**config.mk**
```make
export PLATFORM = sky130hd
export DESIGN_NAME = simsamp_adc_ctrl
export DESIGN_NICKNAME = d
export VERILOG_FILES = /design/src/rtl/adcrd_pkg.sv /design/src/rtl/adcrd_div.sv /design/src/rtl/adcrd_chdec.sv /design/src/rtl/adcrd_deser.sv /design/src/rtl/simsamp_adc_ctrl.sv
export SDC_FILE = /design/constraint.sdc
export NUM_CORES = 1
export LEC_CHECK = 0
export BUFFER_PORTS_ARGS = -buffer_cell sky130_fd_sc_hd__buf_4
export CAP_MARGIN = 10
export CORE_UTILIZATION = 53
export DETAILED_ROUTE_END_ITERATION = 8
export PLACE_DENSITY = 0.75
export SLEW_MARGIN = 5
export SYNTH_ARGS = -nofsm -noshare
export SYNTH_HDL_FRONTEND = slang
export SYNTH_HIERARCHICAL = 1
export SYNTH_SLANG_ARGS = --single-unit
```
**constraint.sdc**
```tcl
create_clock -name clk -period 3.05 [get_ports clk]
set_clock_uncertainty 0.05 [all_clocks]
set_input_delay 0.1525 -clock clk [delete_from_list [all_inputs] [get_ports clk]]
set_output_delay 0.1525 -clock clk [all_outputs]
set_load 0.02 [all_outputs]
```
**src/rtl/adcrd_pkg.sv**
```systemverilog
package adcrd_pkg;

    localparam int NAP_PULSES   = 2;
    localparam int SLEEP_PULSES = 4;
    localparam int PD_W         = 2;

    typedef enum logic [3:0] {
        ST_IDLE,
        ST_ACQ,
        ST_CONV_HI,
        ST_CONV_LO,
        ST_SHIFT,
        ST_PD_HI,
        ST_PD_LO,
        ST_ASLEEP,
        ST_WAKE_HI,
        ST_WAKE_LO
    } seq_state_e;

endpackage

```
**src/rtl/adcrd_div.sv**
```systemverilog
module adcrd_div #(
    parameter int CLK_DIV = 4
) (
    input  logic clk,
    input  logic rst_n,
    input  logic en_i,
    output logic tick_o
);
    localparam int DIV_W = (CLK_DIV > 1) ? $clog2(CLK_DIV) : 1;

    logic [DIV_W-1:0] cnt_d, cnt_q;

    assign tick_o = en_i && (cnt_q == DIV_W'(CLK_DIV - 1));

    always_comb begin
        cnt_d = cnt_q;
        if (!en_i || tick_o) begin
            cnt_d = '0;
        end else begin
            cnt_d = cnt_q + 1'b1;
        end
    end

    always_ff @(posedge clk or negedge rst_n) begin
        if (!rst_n) begin
            cnt_q <= '0;
        end else begin
            cnt_q <= cnt_d;
        end
    end
endmodule

```
**src/rtl/adcrd_chdec.sv**
```systemverilog
module adcrd_chdec #(
    parameter int NUM_CH = 6,
    parameter int SEL_W  = 3,
    parameter int NCH_W  = 3
) (
    input  logic [SEL_W-1:0] code_i,
    output logic [NCH_W-1:0] count_o
);
    always_comb begin
        if (int'(code_i) >= NUM_CH - 1) begin
            count_o = NCH_W'(NUM_CH);
        end else begin
            count_o = NCH_W'(int'(code_i) + 1);
        end
    end
endmodule

```
**src/rtl/adcrd_deser.sv**
```systemverilog
module adcrd_deser #(
    parameter int NUM_CH    = 6,
    parameter int SLOT_BITS = 16,
    parameter int DATA_BITS = 12,
    parameter int DATA_LSB  = 2,
    parameter int NCH_W     = 3,
    parameter int CH_W      = 3
) (
    input  logic                 clk,
    input  logic                 rst_n,
    input  logic                 clear_i,
    input  logic                 sample_i,
    input  logic                 sdo_i,
    input  logic [NCH_W-1:0]     nch_i,
    input  logic                 signed_i,
    input  logic                 stale_i,
    output logic                 last_o,
    output logic                 word_valid_o,
    output logic [DATA_BITS-1:0] word_data_o,
    output logic [CH_W-1:0]      word_ch_o,
    output logic                 word_signed_o,
    output logic                 word_stale_o
);
    localparam int POS_W = (SLOT_BITS > 1) ? $clog2(SLOT_BITS) : 1;

    typedef struct packed {
        logic [POS_W-1:0]     pos;
        logic [CH_W-1:0]      ch;
        logic [DATA_BITS-1:0] acc;
        logic                 valid;
        logic [DATA_BITS-1:0] data;
        logic [CH_W-1:0]      wch;
        logic                 sgn;
        logic                 stl;
    } des_t;

    des_t d, q;
    logic slot_end;

    assign slot_end = sample_i && (q.pos == POS_W'(SLOT_BITS - 1));
    assign last_o   = slot_end && (int'(q.ch) == int'(nch_i) - 1);

    always_comb begin
        d       = q;
        d.valid = 1'b0;
        // place each received bit by its position inside the slot
        for (int b = 0; b < DATA_BITS; b++) begin
            if (sample_i && (int'(q.pos) == SLOT_BITS - 1 - DATA_LSB - b)) begin
                d.acc[b] = sdo_i;
            end
        end
        if (clear_i) begin
            d.pos = '0;
            d.ch  = '0;
        end else if (slot_end) begin
            d.pos   = '0;
            d.ch    = q.ch + 1'b1;
            d.valid = 1'b1;
            d.data  = d.acc;
            d.wch   = q.ch;
            d.sgn   = signed_i;
            d.stl   = stale_i;
        end else if (sample_i) begin
            d.pos = q.pos + 1'b1;
        end
    end

    always_ff @(posedge clk or negedge rst_n) begin
        if (!rst_n) begin
            q <= '0;
        end else begin
            q <= d;
        end
    end

    assign word_valid_o  = q.valid;
    assign word_data_o   = q.data;
    assign word_ch_o     = q.wch;
    assign word_signed_o = q.sgn;
    assign word_stale_o  = q.stl;

    // each word strobe lasts exactly one cycle
    p_word_single_r10: assert property (@(posedge clk) disable iff (!rst_n)
        word_valid_o |=> !word_valid_o);

    // a delivered channel index never reaches the channel count
    p_ch_bound_r2: assert property (@(posedge clk) disable iff (!rst_n)
        word_valid_o |-> (int'(word_ch_o) < NUM_CH));
endmodule

```
**src/rtl/simsamp_adc_ctrl.sv**
```systemverilog
module simsamp_adc_ctrl
    import adcrd_pkg::*;
#(
    parameter int CLK_DIV   = 4,
    parameter int ACQ_CYC   = 16,
    parameter int NUM_CH    = 6,
    parameter int SLOT_BITS = 16,
    parameter int DATA_BITS = 12,
    parameter int DATA_LSB  = 2,
    localparam int SEL_W    = $clog2(NUM_CH),
    localparam int CH_W     = $clog2(NUM_CH)
) (
    input  logic                 clk,
    input  logic                 rst_n,
    input  logic                 start_i,
    input  logic [SEL_W-1:0]     sel_code_i,
    input  logic                 bipolar_i,
    input  logic                 nap_req_i,
    input  logic                 sleep_req_i,
    input  logic                 wake_req_i,
    output logic                 adc_conv_o,
    output logic                 adc_sck_o,
    input  logic                 adc_sdo_i,
    output logic [SEL_W-1:0]     adc_sel_o,
    output logic                 adc_bip_o,
    output logic                 busy_o,
    output logic                 pwrdn_o,
    output logic                 word_valid_o,
    output logic [DATA_BITS-1:0] word_data_o,
    output logic [CH_W-1:0]      word_ch_o,
    output logic                 word_signed_o,
    output logic                 word_stale_o
);
    localparam int NCH_W = $clog2(NUM_CH + 1);
    localparam int ACQ_W = $clog2(ACQ_CYC + 1);

    typedef struct packed {
        seq_state_e       st;
        logic             sck;
        logic [ACQ_W-1:0] acq;
        logic [PD_W-1:0]  pd_left;
        logic [SEL_W-1:0] sel;
        logic             bip;
        logic [NCH_W-1:0] nch;
        logic             have_prev;
        logic             stale;
    } ctl_t;

    ctl_t d, q;
    logic             tick;
    logic             div_en;
    logic             sample;
    logic             frame_last;
    logic [NCH_W-1:0] dec_cnt;

    assign div_en = (q.st == ST_CONV_HI) || (q.st == ST_CONV_LO) || (q.st == ST_SHIFT) ||
                    (q.st == ST_PD_HI)   || (q.st == ST_PD_LO)   ||
                    (q.st == ST_WAKE_HI) || (q.st == ST_WAKE_LO);
    assign sample = (q.st == ST_SHIFT) && tick && q.sck;

    adcrd_div #(.CLK_DIV(CLK_DIV)) u_div (
        .clk    (clk),
        .rst_n  (rst_n),
        .en_i   (div_en),
        .tick_o (tick)
    );

    adcrd_chdec #(.NUM_CH(NUM_CH), .SEL_W(SEL_W), .NCH_W(NCH_W)) u_chdec (
        .code_i  (sel_code_i),
        .count_o (dec_cnt)
    );

    adcrd_deser #(
        .NUM_CH   (NUM_CH),
        .SLOT_BITS(SLOT_BITS),
        .DATA_BITS(DATA_BITS),
        .DATA_LSB (DATA_LSB),
        .NCH_W    (NCH_W),
        .CH_W     (CH_W)
    ) u_deser (
        .clk          (clk),
        .rst_n        (rst_n),
        .clear_i      (q.st == ST_IDLE),
        .sample_i     (sample),
        .sdo_i        (adc_sdo_i),
        .nch_i        (q.nch),
        .signed_i     (q.bip),
        .stale_i      (q.stale),
        .last_o       (frame_last),
        .word_valid_o (word_valid_o),
        .word_data_o  (word_data_o),
        .word_ch_o    (word_ch_o),
        .word_signed_o(word_signed_o),
        .word_stale_o (word_stale_o)
    );

    always_comb begin
        d = q;
        case (q.st)
            ST_IDLE: begin
                if (!word_valid_o) begin
                    if (sleep_req_i) begin
                        d.st        = ST_PD_HI;
                        d.pd_left   = PD_W'(SLEEP_PULSES - 1);
                        d.have_prev = 1'b0;
                    end else if (nap_req_i) begin
                        d.st        = ST_PD_HI;
                        d.pd_left   = PD_W'(NAP_PULSES - 1);
                        d.have_prev = 1'b0;
                    end else if (start_i) begin
                        d.sel       = sel_code_i;
                        d.bip       = bipolar_i;
                        d.nch       = dec_cnt;
                        d.stale     = !q.have_prev || (dec_cnt != q.nch) || (bipolar_i != q.bip);
                        d.have_prev = 1'b1;
                        if (bipolar_i != q.bip) begin
                            d.st  = ST_ACQ;
                            d.acq = ACQ_W'(ACQ_CYC - 1);
                        end else begin
                            d.st = ST_CONV_HI;
                        end
                    end
                end
            end
            ST_ACQ: begin
                if (q.acq == '0) begin
                    d.st = ST_CONV_HI;
                end else begin
                    d.acq = q.acq - 1'b1;
                end
            end
            ST_CONV_HI: if (tick) d.st = ST_CONV_LO;
            ST_CONV_LO: begin
                if (tick) begin
                    d.st  = ST_SHIFT;
                    d.sck = 1'b0;
                end
            end
            ST_SHIFT: begin
                if (tick) begin
                    d.sck = !q.sck;
                    if (q.sck && frame_last) begin
                        d.st = ST_IDLE;
                    end
                end
            end
            ST_PD_HI: if (tick) d.st = ST_PD_LO;
            ST_PD_LO: begin
                if (tick) begin
                    if (q.pd_left == '0) begin
                        d.st = ST_ASLEEP;
                    end else begin
                        d.pd_left = q.pd_left - 1'b1;
                        d.st      = ST_PD_HI;
                    end
                end
            end
            ST_ASLEEP:  if (wake_req_i) d.st = ST_WAKE_HI;
            ST_WAKE_HI: if (tick) d.st = ST_WAKE_LO;
            ST_WAKE_LO: if (tick) d.st = ST_IDLE;
            default:    d.st = ST_IDLE;
        endcase
    end

    always_ff @(posedge clk or negedge rst_n) begin
        if (!rst_n) begin
            q.st        <= ST_IDLE;
            q.sck       <= 1'b0;
            q.acq       <= '0;
            q.pd_left   <= '0;
            q.sel       <= '0;
            q.bip       <= 1'b0;
            q.nch       <= NCH_W'(1);
            q.have_prev <= 1'b0;
            q.stale     <= 1'b1;
        end else begin
            q <= d;
        end
    end

    assign adc_conv_o = (q.st == ST_CONV_HI) || (q.st == ST_PD_HI);
    assign adc_sck_o  = ((q.st == ST_SHIFT) && q.sck) || (q.st == ST_WAKE_HI);
    assign adc_sel_o  = q.sel;
    assign adc_bip_o  = q.bip;
    assign pwrdn_o    = (q.st == ST_ASLEEP);
    assign busy_o     = ((q.st != ST_IDLE) && (q.st != ST_ASLEEP)) || word_valid_o;

    // convert and serial clock are never high together
    p_conv_sck_excl_r3: assert property (@(posedge clk) disable iff (!rst_n)
        !(adc_conv_o && adc_sck_o));

    // the select and mode lines hold while a frame or sequence runs
    p_cfg_hold_r7: assert property (@(posedge clk) disable iff (!rst_n)
        (busy_o && $past(busy_o)) |-> ($stable(adc_sel_o) && $stable(adc_bip_o)));

    // the converter lines stay quiet while powered down
    p_pd_quiet_r11: assert property (@(posedge clk) disable iff (!rst_n)
        pwrdn_o |-> (!adc_conv_o && !adc_sck_o && !busy_o));

    // a convert pulse only starts while the block reports busy
    p_conv_in_busy_r1: assert property (@(posedge clk) disable iff (!rst_n)
        $rose(adc_conv_o) |-> busy_o);
endmodule

```
Yosys cells after proc, flatten, opt, wreduce, memory -nomap -nowiden
Cells that the tools add are included.
{ "word_totals": {"out_inout_bits": 26, "wordCells": 185, "input_bits": 11, "reg_bits": 60} }
{ "classes": {"muxes": 57, "bitwise_logic": 4, "eq_ne": 46, "n_addsub": 7, "magnitude_cmp": 1, "n_reduce_logical": 52} }
{ "op_table": {"columns": ["cell", "n"], "rows": [
  ["4-bit 2-to-1 mux", 14],
  ["4-bit equality test, second input constant", 11],
  ["4-bit one-hot mux with 10 select lines", 1],
  ["18-bit 2-to-1 mux", 2],
  ["5-bit 2-to-1 mux", 7],
  ["4-bit by 3-bit equality test with 1-bit output, second input constant", 8],
  ["4-bit by 32-bit equality test with 1-bit output", 1],
  ["2-bit != test, second input constant", 16],
  ["7-bit 2-to-1 mux", 3],
  ["1-bit logical AND", 20],
  ["1-bit 2-to-1 mux", 16],
  ["16-bit 2-to-1 mux", 1],
  ["2-bit 2-to-1 mux", 7],
  ["1-bit logical OR", 12],
  ["12-bit AND reduction", 1],
  ["5-bit one-hot mux with 2 select lines", 1],
  ["5-bit AND reduction", 2],
  ["9-bit 2-to-1 mux", 1],
  ["4-bit by 2-bit equality test with 1-bit output, second input constant", 2],
  ["2-bit nonzero test", 4],
  ["7-bit AND reduction", 1],
  ["3-bit by 1-bit adder with 3-bit output, second input constant", 2],
  ["3-bit 2-to-1 mux", 2],
  ["3-bit AND reduction", 2],
  ["24 further kinds", 30]
]} }

Depth between registers and ports, before layout
Gate-level depths: netlist of the first run.
{ "logic_depth": {"ltp_word": 16, "depth_mapped": 15, "depth_no_buf": 12} }

Cells and area by module
The synthesis of the first run kept the hierarchy.
{ "by_module_without_submodules": {"columns": ["module", "area_per_inst_um2", "cells_each", "seq_area_each_um2", "n_inst"], "rows": [
  ["adcrd_deser", 1865.5, 139, 925.9, 1],
  ["simsamp_adc_ctrl", 1365.1, 148, 528.0, 1],
  ["adcrd_div", 91.3, 6, 50.0, 1],
  ["adcrd_chdec", 73.8, 11, 0.0, 1]
]} }

Worst setup path before layout of the first run
OpenSTA, ideal clock, no wires.
{ "synth_path": {"path_type": "reg2reg", "startpoint": "register, netlist name q[19]", "endpoint": "register, netlist name q[17]", "path_slack_ns": 0.081, "setup_time_ns": 0.065, "required_ns": 2.935, "path_stages_with_launch": 16, "n_path_buf": 3, "arrival_ns": 2.853, "period_less_slack_ns": 2.969, "path_cell_list": "dfrtp_1 -> buf_2 -> clkbuf_1 -> a21oi_1 -> nor2_1 -> a211oi_1 -> and2_2 -> nand2_1 -> nor2_1 -> buf_4 -> nand4_4 -> nor4_1 -> and3_1 -> o22ai_1 -> a2111oi_0 -> mux2_2"} }

==> metrics.txt, run 1 <==
fmax 353 MHz; outcome complete, no violations; Port Buffers 36; drt total wl 6.61 mm; register area share after synthesis 44.3%; period utilization 93.0%; Die X-Extent 82.0 um; Reg clk slew, reported paths 0.07 ns; # rows 28; vias in the first global route 2,328; Pleak 1.76 nW; Multi-input gate area 0.00158 mm2; Post-Syn Nets 326; Synth Instances 304; part of the power in registers 37.0%; Max rail drop VDD 482 uV; Max Slew Vio Count 0; PnR worst setup slack 0.214 ns; Root Buffer clkbuf_8; Tightest Pin Transition 0.761 ns; Post-route DRC 0; I/O pin count 37; placed insts 390; Hold Path Depth 2; most common cell after layout, fill and taps aside dfrtp_1; routability cong. 0.856; Hold Vio Cnt, Final 0; ANT cells 0; CP Capture Type flop; Avg WL per Cell 16.2 um; Ys Warns 6; top cells by area, synth dfrtp_1, mux2_2, buf_4; Critical Path RT 3.22 ns; area leader, netlist dfrtp_1; final setup fails 0; Detailed Route Iter0 Violations 204; Slowest Stage Delay on Critical Path 0.47 ns; Reg2Reg Depth 10; vias per std cell 5.74; layout cells sized above 1 33.7%; Inserted Clock Buffers 9; worst-path fanout max 17; Buf+Inv Stages, Crit Path 1; Post-Route Utilization 63.0%; crit path DAT 3.01 ns; area grow syn2layout 12.5%; first-pass GRT wire length 11.1 mm; Clock Sink Count 60; Synth top area share 42.7%; Setup CP Type flop to flop; Slowest-stage cell, CP dfrtp_1; pre-CTS setup slack 0.0339 ns; startpoint types flop; via count 2,335; CTS max path bufs 2; clock power share 24.8%; Global Route Usage Sum 22.2%; Most used DFF post-synth dfrtp_1; CP cell instances a21oi_1 > nor2_1 > a211oi_2 > and2_2 > nand2_1 > nor2_2 > buf_4 > nor4bb_1 > mux2_2 > mux2_4; Reg area 0.00150 mm2; chip height 82.0 um; CP top delay family simple AND/OR/NAND/NOR gates; H-tree levels 3; net load switching power 1.06 mW; DIE AREA 0.00673 mm2; MaxCap Viol Count 0; mapped cell area 0.00340 mm2; Detailed Place HPWL 4.52 mm; Clock Latency Late Sink 0.33 ns; min cycle time layout 2.84 ns; synthesized area per cell 11.2 um2; Initial Util 56.0%; GRT overflow 0; RSZ-0062 raised after global routing no; largest net degree at the start of global routing 61; Layout Nets 349; final setup TNS 0 ns; relative max-transition margin 49.3%; Layout fillers 507; Yosys reg bits 60; combinational power share 38.2%; drt pass-1 iters 4; Core ar. 0.00606 mm2; Synth cell types 60; TritonCTS clock tree done; Worst Hold Class input port to flop; Int Power 1.86 mW; WP depth 10; post-route ant nets 0; number of synthesized flops with an enable pin 0; number of antenna violations at the first check in global routing 0; Non-Filler Instances 407; Switching Fraction 36.3%; ys async rst share 100%; PwrDens 764 mW/mm2; most frequent cells in the layout dfrtp_1, buf_4, mux2_2
-- worst paths after layout --
| check | startpoint | endpoint | slack [ns] |
|---|---|---|---|
| min reg2reg | u_div/cnt_q[0] | u_div/cnt_q[0] | 0.43 |
| max in group asynchronous | rst_n | adc_bip_o | 2.06 |
| max reg2reg | q[19] | u_deser/word_data_o[10] | 0.21 |
| min | bipolar_i | adc_bip_o | 0.04 |
| min in group asynchronous | rst_n | u_deser/word_data_o[5] | 0.40 |
| max | q[19] | u_deser/word_data_o[10] | 0.21 |
-- registers in the layout, indices dropped and copies added (netlist names), 2 cells and up --
signal               count
u_deser/q               19
u_deser/word_ch_o        3
u_div/cnt_q              2
adc_sel_o                3
q                       17
u_deser/word_data_o     12
-- cell families after synthesis --
logic type	count (synthesis)	synth area share (%)
AO/OA/AOI/OAI	44	9.25
XOR/XNOR	14	3.61
adder cells (fa/ha/maj)	11	4.05
buffers and inverters	55	9.69
flip-flops	60	44.3
multiplexers	41	14.5
AND/OR/NAND/NOR	79	14.6
-- per-stage QoR --
step	power [mW]	hold WS, ns	instance area, um2
finish	2.92	0.0357	3820
global route	3.10	0.0343	3820
CTS	2.90	0.0264	3800
detailed placement	2.16	0.235	3590
global placement	2.14	0.217	3590
floorplan	1.86	-0.193	3400
-- repair_timing --
action / in CTS / in global routing
resized for setup: 1 / 4
setup buffers: 0 / 0
hold endpoints to repair: 58 / 0
endpoints found under the setup margin: 1 / 5
hold buffers: 1 / 0
-- cells in the mapped netlist (2+ instances only) --
cell,count
dfrtp_1,58
mux2_2,29
buf_4,22
inv_1,21
nor2_1,17
ha_1,11
nand2_1,11
nor3_1,11
o21ai_0,10
mux2_4,9
nand4b_1,9
xnor2_1,8
clkbuf_1,6
xor2_1,6
a21oi_1,5
nand4_1,5
a211oi_1,4
buf_2,3
mux2i_1,3
o21a_1,3
o41ai_1,3
a31oi_1,2
and3b_1,2
dfstp_2,2
nand3_1,2
nor4_1,2
nor4bb_1,2
o31ai_1,2
o32ai_1,2
or2_1,2
or3_1,2
or4b_1,2
-- metal layers --
layer / share of wire (%) / up-vias / global-route usage (%)
li1: - / 1121 / -
met1: 49 / 1155 / 31.0
met2: 45 / 48 / 32.9
met3: 3.3 / 11 / 4.22
met4: 2.0 / 0 / 10.9
met5: 0 / - / 0
-- power groups by stage --
stage / registers (mW) / clock network, mW / logic (mW)
2_1_floorplan: 1.05 / 0 / 0.806
3_3_place_gp: 1.09 / 0 / 1.05
3_5_place_dp: 1.09 / 0 / 1.07
4_1_cts: 1.08 / 0.741 / 1.08
5_1_grt: 1.10 / 0.774 / 1.23
6_report: 1.08 / 0.724 / 1.12
-- area by class of cell --
cell class / instances / area share, %
well taps: 75 / 2.46
flip-flops and latches: 60 / 39.4
clock buffers: 12 / 4.06
clock inverters: 4 / 1.25
multi-input cells: 189 / 41.4
repair buffers: 45 / 8.91
inverters: 22 / 2.49
Power figures use the tool's default switching activity.
==> run 2, diff against run 1 <==
--- a/config.mk
+++ b/config.mk
@@ -7,6 +7,7 @@
 export LEC_CHECK = 0
 export BUFFER_PORTS_ARGS = -buffer_cell sky130_fd_sc_hd__buf_4
 export CAP_MARGIN = 10
+export CORE_ASPECT_RATIO = 1.2
 export CORE_UTILIZATION = 53
 export DETAILED_ROUTE_END_ITERATION = 8
 export PLACE_DENSITY = 0.75
==> run 2 against run 1 <==
Compared with the run above: count of clock-buffer cells in the layout is 1 higher; critical path depth is 2 higher; combinational power hardly changed; final area is 1.2% higher; flip-flop and latch count stayed put.
==> metrics.txt, run 2 (synthesized netlist as in run 1, its figures left out) <==
outcome complete, no violations; Post-route DRC 0; most frequent cells in the layout dfrtp_1, buf_4, mux2_2; Switching Fraction 35.1%; min-delay src bipolar_i; Inserted Clock Buffers 9; Non-Filler Instances 418; I/O pin count 37; total power 2.97 mW; pre-CTS setup slack 0.0924 ns; H-tree levels 3; vias per std cell 5.60; Detailed Place HPWL 4.59 mm; Max rail drop VDD 331 uV; Reg2Reg Launch Point q[20]; Clock Sink Count 60; part of the power in registers 36.5%; # rows 31; Reg with most FFs u_deser/q; Setup CP Type flop to flop; Tightest Pin Transition 0.742 ns; Hold Vio Cnt, Final 0; GRT overflow 0; Reg clk slew, reported paths 0.07 ns; Post-Route Utilization 63.1%; CP startpoint q[20]; Clock Latency Late Sink 0.33 ns; final setup fails 0; Core ar. 0.00613 mm2; Avg WL per Cell 15.5 um; PwrDens 768 mW/mm2; PnR worst setup slack 0.259 ns; Hold EP adc_bip_o; relative max-transition margin 50.5%; MaxCap Viol Count 0; TritonCTS clock tree done; Int Power 1.93 mW; Pleak 1.79 nW; Initial Util 55.4%; DIE AREA 0.00673 mm2; chip height 89.7 um; Global Route Usage Sum 20.9%; placed insts 401; drt pass-1 iters 4; Critical Path RT 3.27 ns; CP Capture Type flop; Largest register FFs 19; Port Buffers 36; min cycle time layout 2.79 ns; combinational power share 37.6%; number of antenna violations at the first check in global routing 0; vias in the first global route 2,217; worst reg2reg endpoint q[17]; RSZ-0062 raised after global routing no; CP cell instances a21oi_1 > nor2_1 > a211oi_2 > and2_2 > nand2_1 > nor2_2 > nand4_4 > nor4_1 > and3_1 > o22ai_1 > a2111oi_1 > mux2_2; crit path DAT 3.02 ns; worst-path fanout max 11; Reg2Reg Depth 12; Reg2Reg Setup Slack 0.26 ns; Slowest Stage Delay on Critical Path 0.48 ns; Detailed Route Iter0 Violations 130; Slowest-stage cell, CP dfrtp_1; Buf+Inv Stages, Crit Path 0; Worst Hold Class input port to flop; routability cong. 0.845; Die X-Extent 75.1 um; drt total wl 6.47 mm; layout cells sized above 1 34.2%; Layout Nets 353; Hold Path Depth 2; most common cell after layout, fill and taps aside dfrtp_1; post-CTS setup buffer count 0; largest net degree at the start of global routing 61; period utilization 91.5%; Root Buffer clkbuf_8; final setup TNS 0 ns; CP top delay family simple AND/OR/NAND/NOR gates; ANT cells 0; CTS max path bufs 2; clock power share 25.8%; post-route ant nets 0; net load switching power 1.04 mW; area grow syn2layout 13.8%; via count 2,339; first-pass GRT wire length 10.2 mm; Max Slew Vio Count 0; fmax 358 MHz; startpoint types flop
run 2: what timing repair did:
item / 4_1_cts / 5_1_grt
gates resized for setup: 0 / 3
endpoints found under the hold margin: 58 / 0
setup endpoints to repair: 0 / 4
hold buffers: 1 / 0
run 2: through the flow:
stage	instance area, um2	hold slack (ns)
5_1_grt	3860	0.0286
3_3_place_gp	3620	0.214
2_1_floorplan	3400	-0.193
4_1_cts	3860	0.0125
6_report	3860	0.0323
3_5_place_dp	3620	0.216
run 2: layout make-up:
cell class	count	area, um2
Clock inverter	3	42.5
Tap cell	82	103
Multi-Input combinational cell	189	1570
Clock buffer	13	179
Timing Repair Buffer	49	370
Fill cell	525	2260
Inverter	22	95.1
Sequential cell	60	1500
run 2: per-layer routing:
| metal | vias up | global-route usage [%] | wire [um] |
|---|---|---|---|
| met5 | - | 0 | 0 |
| met4 | 0 | 9.78 | 77 |
| met3 | 6 | 3.68 | 178 |
| met2 | 41 | 36.9 | 3410 |
| met1 | 1164 | 24.4 | 2810 |
| li1 | 1128 | - | - |
run 2: worst max path at each step:
stage	end	slack [ns]	depth (start not counted)
2_1_floorplan	q[17]	0.08	15
6_report	q[17]	0.26	12
3_5_place_dp	q[17]	0.09	12
4_1_cts	q[17]	0.09	12
5_1_grt	q[17]	0.008	12
3_3_place_gp	q[17]	0.25	12
run 2: power by group through the flow:
stage,registers (mW),clock network [mW],logic [mW]
after global placement,1.09,0,1.09
after CTS,1.08,0.790,1.11
after detailed placement,1.10,0,1.11
after floorplan,1.05,0,0.806
final,1.08,0.767,1.12
after global routing,1.10,0.810,1.24
==> run 3, diff against run 2 <==
--- a/config.mk
+++ b/config.mk
@@ -8,9 +8,9 @@
 export BUFFER_PORTS_ARGS = -buffer_cell sky130_fd_sc_hd__buf_4
 export CAP_MARGIN = 10
 export CORE_ASPECT_RATIO = 1.2
-export CORE_UTILIZATION = 53
+export CORE_UTILIZATION = 30
 export DETAILED_ROUTE_END_ITERATION = 8
-export PLACE_DENSITY = 0.75
+export PLACE_DENSITY = 0.47
 export SLEW_MARGIN = 5
 export SYNTH_ARGS = -nofsm -noshare
 export SYNTH_HDL_FRONTEND = slang
==> constraint.sdc (replaced) <==
create_clock -name clk -period 3.05 [get_ports clk]
set_clock_uncertainty 0.05 [all_clocks]
set_input_delay 0.1525 -clock clk [delete_from_list [all_inputs] [get_ports clk]]
set_output_delay 0.1525 -clock clk [all_outputs]
set_load 0.05 [all_outputs]
==> run 3 against run 2 <==
Compared with the run above: register-to-register slack worse by 0.03 ns; hold slack better by 0.0095 ns; maximum frequency down 0.99%; routed wire length increased by 7.5%; die area increased by 75%; sequential power barely moved; critical path type unchanged; highest routed layer unchanged; flip-flop and latch count stayed put; first-iteration DRC count down 56%; power increased by 11%; non-clock buffer count stayed put.
==> metrics.txt, run 3 (synthesized netlist as in run 1, its figures left out) <==
Max Slew Vio Count 0; PwrDens 827 mW/mm2; Largest register FFs 19; worst-path fanout max 11; Post-route DRC 0; fmax 355 MHz; Reg2Reg Depth 9; final setup TNS 0 ns; Core ar. 0.0110 mm2; most frequent cells in the layout dfrtp_1, buf_4, mux2_2; min-delay src sel_code_i[2]; Reg2Reg Launch Point q[20]; worst reg2reg endpoint q[17]; most common cell after layout, fill and taps aside dfrtp_1; relative max-transition margin 48.2%; TritonCTS clock tree done; period utilization 92.4%; Layout Nets 353; # rows 42; ANT cells 0; number of antenna violations at the first check in global routing 0; layout cells sized above 1 33.6%; vias per std cell 5.01; Die X-Extent 99.1 um; Slowest-stage cell, CP or4b_1; drt total wl 6.95 mm; crit path DAT 3.03 ns; CP cell instances buf_4 > or4b_1 > nor2_2 > nand4_4 > nor4_1 > and3_1 > o22ai_1 > a2111oi_0 > mux2_2; CP top delay family simple AND/OR/NAND/NOR gates; largest net degree at the start of global routing 61; Avg WL per Cell 14.9 um; Slowest Stage Delay on Critical Path 0.57 ns; Clock Latency Late Sink 0.33 ns; Hold Vio Cnt, Final 0; Critical Path RT 3.26 ns; Hold EP adc_sel_o[2]; Clock Sink Count 60; min cycle time layout 2.82 ns; MaxCap Viol Count 0; Detailed Route Iter0 Violations 57; first-pass GRT wire length 11.6 mm; Reg clk slew, reported paths 0.06 ns; area grow syn2layout 17.6%; Hold Path Depth 2; Port Buffers 36; DIE AREA 0.0118 mm2; CP Capture Type flop; Max rail drop VDD 270 uV; Detailed Place HPWL 4.91 mm; RSZ-0062 raised after global routing no; outcome complete, no violations; routability cong. 0.791; drt pass-1 iters 4; vias in the first global route 2,421; CTS max path bufs 2; post-route ant nets 0; Pleak 1.81 nW; Inserted Clock Buffers 9; chip height 119 um; Tightest Pin Transition 0.777 ns; Setup CP Type flop to flop; Reg2Reg Setup Slack 0.23 ns; GRT overflow 0; final setup fails 0; Worst Hold Class input port to flop; startpoint types flop; Initial Util 30.8%; Global Route Usage Sum 12.7%; total power 3.30 mW; Reg with most FFs u_deser/q; Buf+Inv Stages, Crit Path 1; Root Buffer clkbuf_16; via count 2,346; H-tree levels 3; I/O pin count 37
[run 3: worst max-delay path by stage]
stage	from	endpoint	slack, ns	cells past startpoint
finish	q[20]	q[17]	0.23	9
global route	q[19]	q[17]	0.03	12
CTS	q[19]	q[17]	0.09	12
detailed placement	q[19]	q[17]	0.13	12
global placement	q[19]	q[17]	0.21	12
floorplan	q[19]	q[17]	0.08	15
[run 3: where the power goes]
group / internal [mW] / leakage, nW / switching (mW)
Sequential: 0.946 / 0.764 / 0.130
Clock: 0.629 / 0.136 / 0.358
Combinational: 0.511 / 0.913 / 0.730
Total: 2.09 / 1.81 / 1.22
[run 3: final cells by class]
type / count / area (um2)
inverters: 22 / 95.1
fillers: 1115 / 7040
well taps: 132 / 165
clock inverters: 5 / 55.1
multi-input cells: 189 / 1570
clock buffers: 11 / 233
repair buffers: 49 / 370
flip-flops and latches: 60 / 1500
[run 3: stage by stage]
step	setup WS, ns	util (%)	area, um2	hold WS, ns	cells
after floorplan	0.0814	-	3400	-0.193	304
after global placement	0.207	33.4	3690	0.237	451
after detailed placement	0.132	33.4	3690	0.247	451
after CTS	0.0929	36.1	3990	0.0350	468
after global routing	0.0304	36.2	3990	0.0496	468
final	0.231	36.2	3990	0.0417	468
[run 3: timing repair]
item / in CTS / in global routing
hold buffers: 1 / 0
setup buffers: 0 / 0
endpoints found under the setup margin: 0 / 5
hold endpoints to repair: 58 / 0
resized for setup: 0 / 2
[run 3: worst register-to-register path: stages, from the launching register on]
cell and delay [ns]:
dfrtp_1 0.41, buf_4 0.19, or4b_1 0.57, nor2_2 0.23
nand4_4 0.12, nor4_1 0.27, and3_1 0.20, o22ai_1 0.13
a2111oi_0 0.37, mux2_2 0.22
[run 3: routing by layer]
metal,part of all wire (%),GRT usage (%)
met3,3.6,2.90
met1,46,15.3
met2,48,21.2
met5,0,0
met4,2.5,6.53
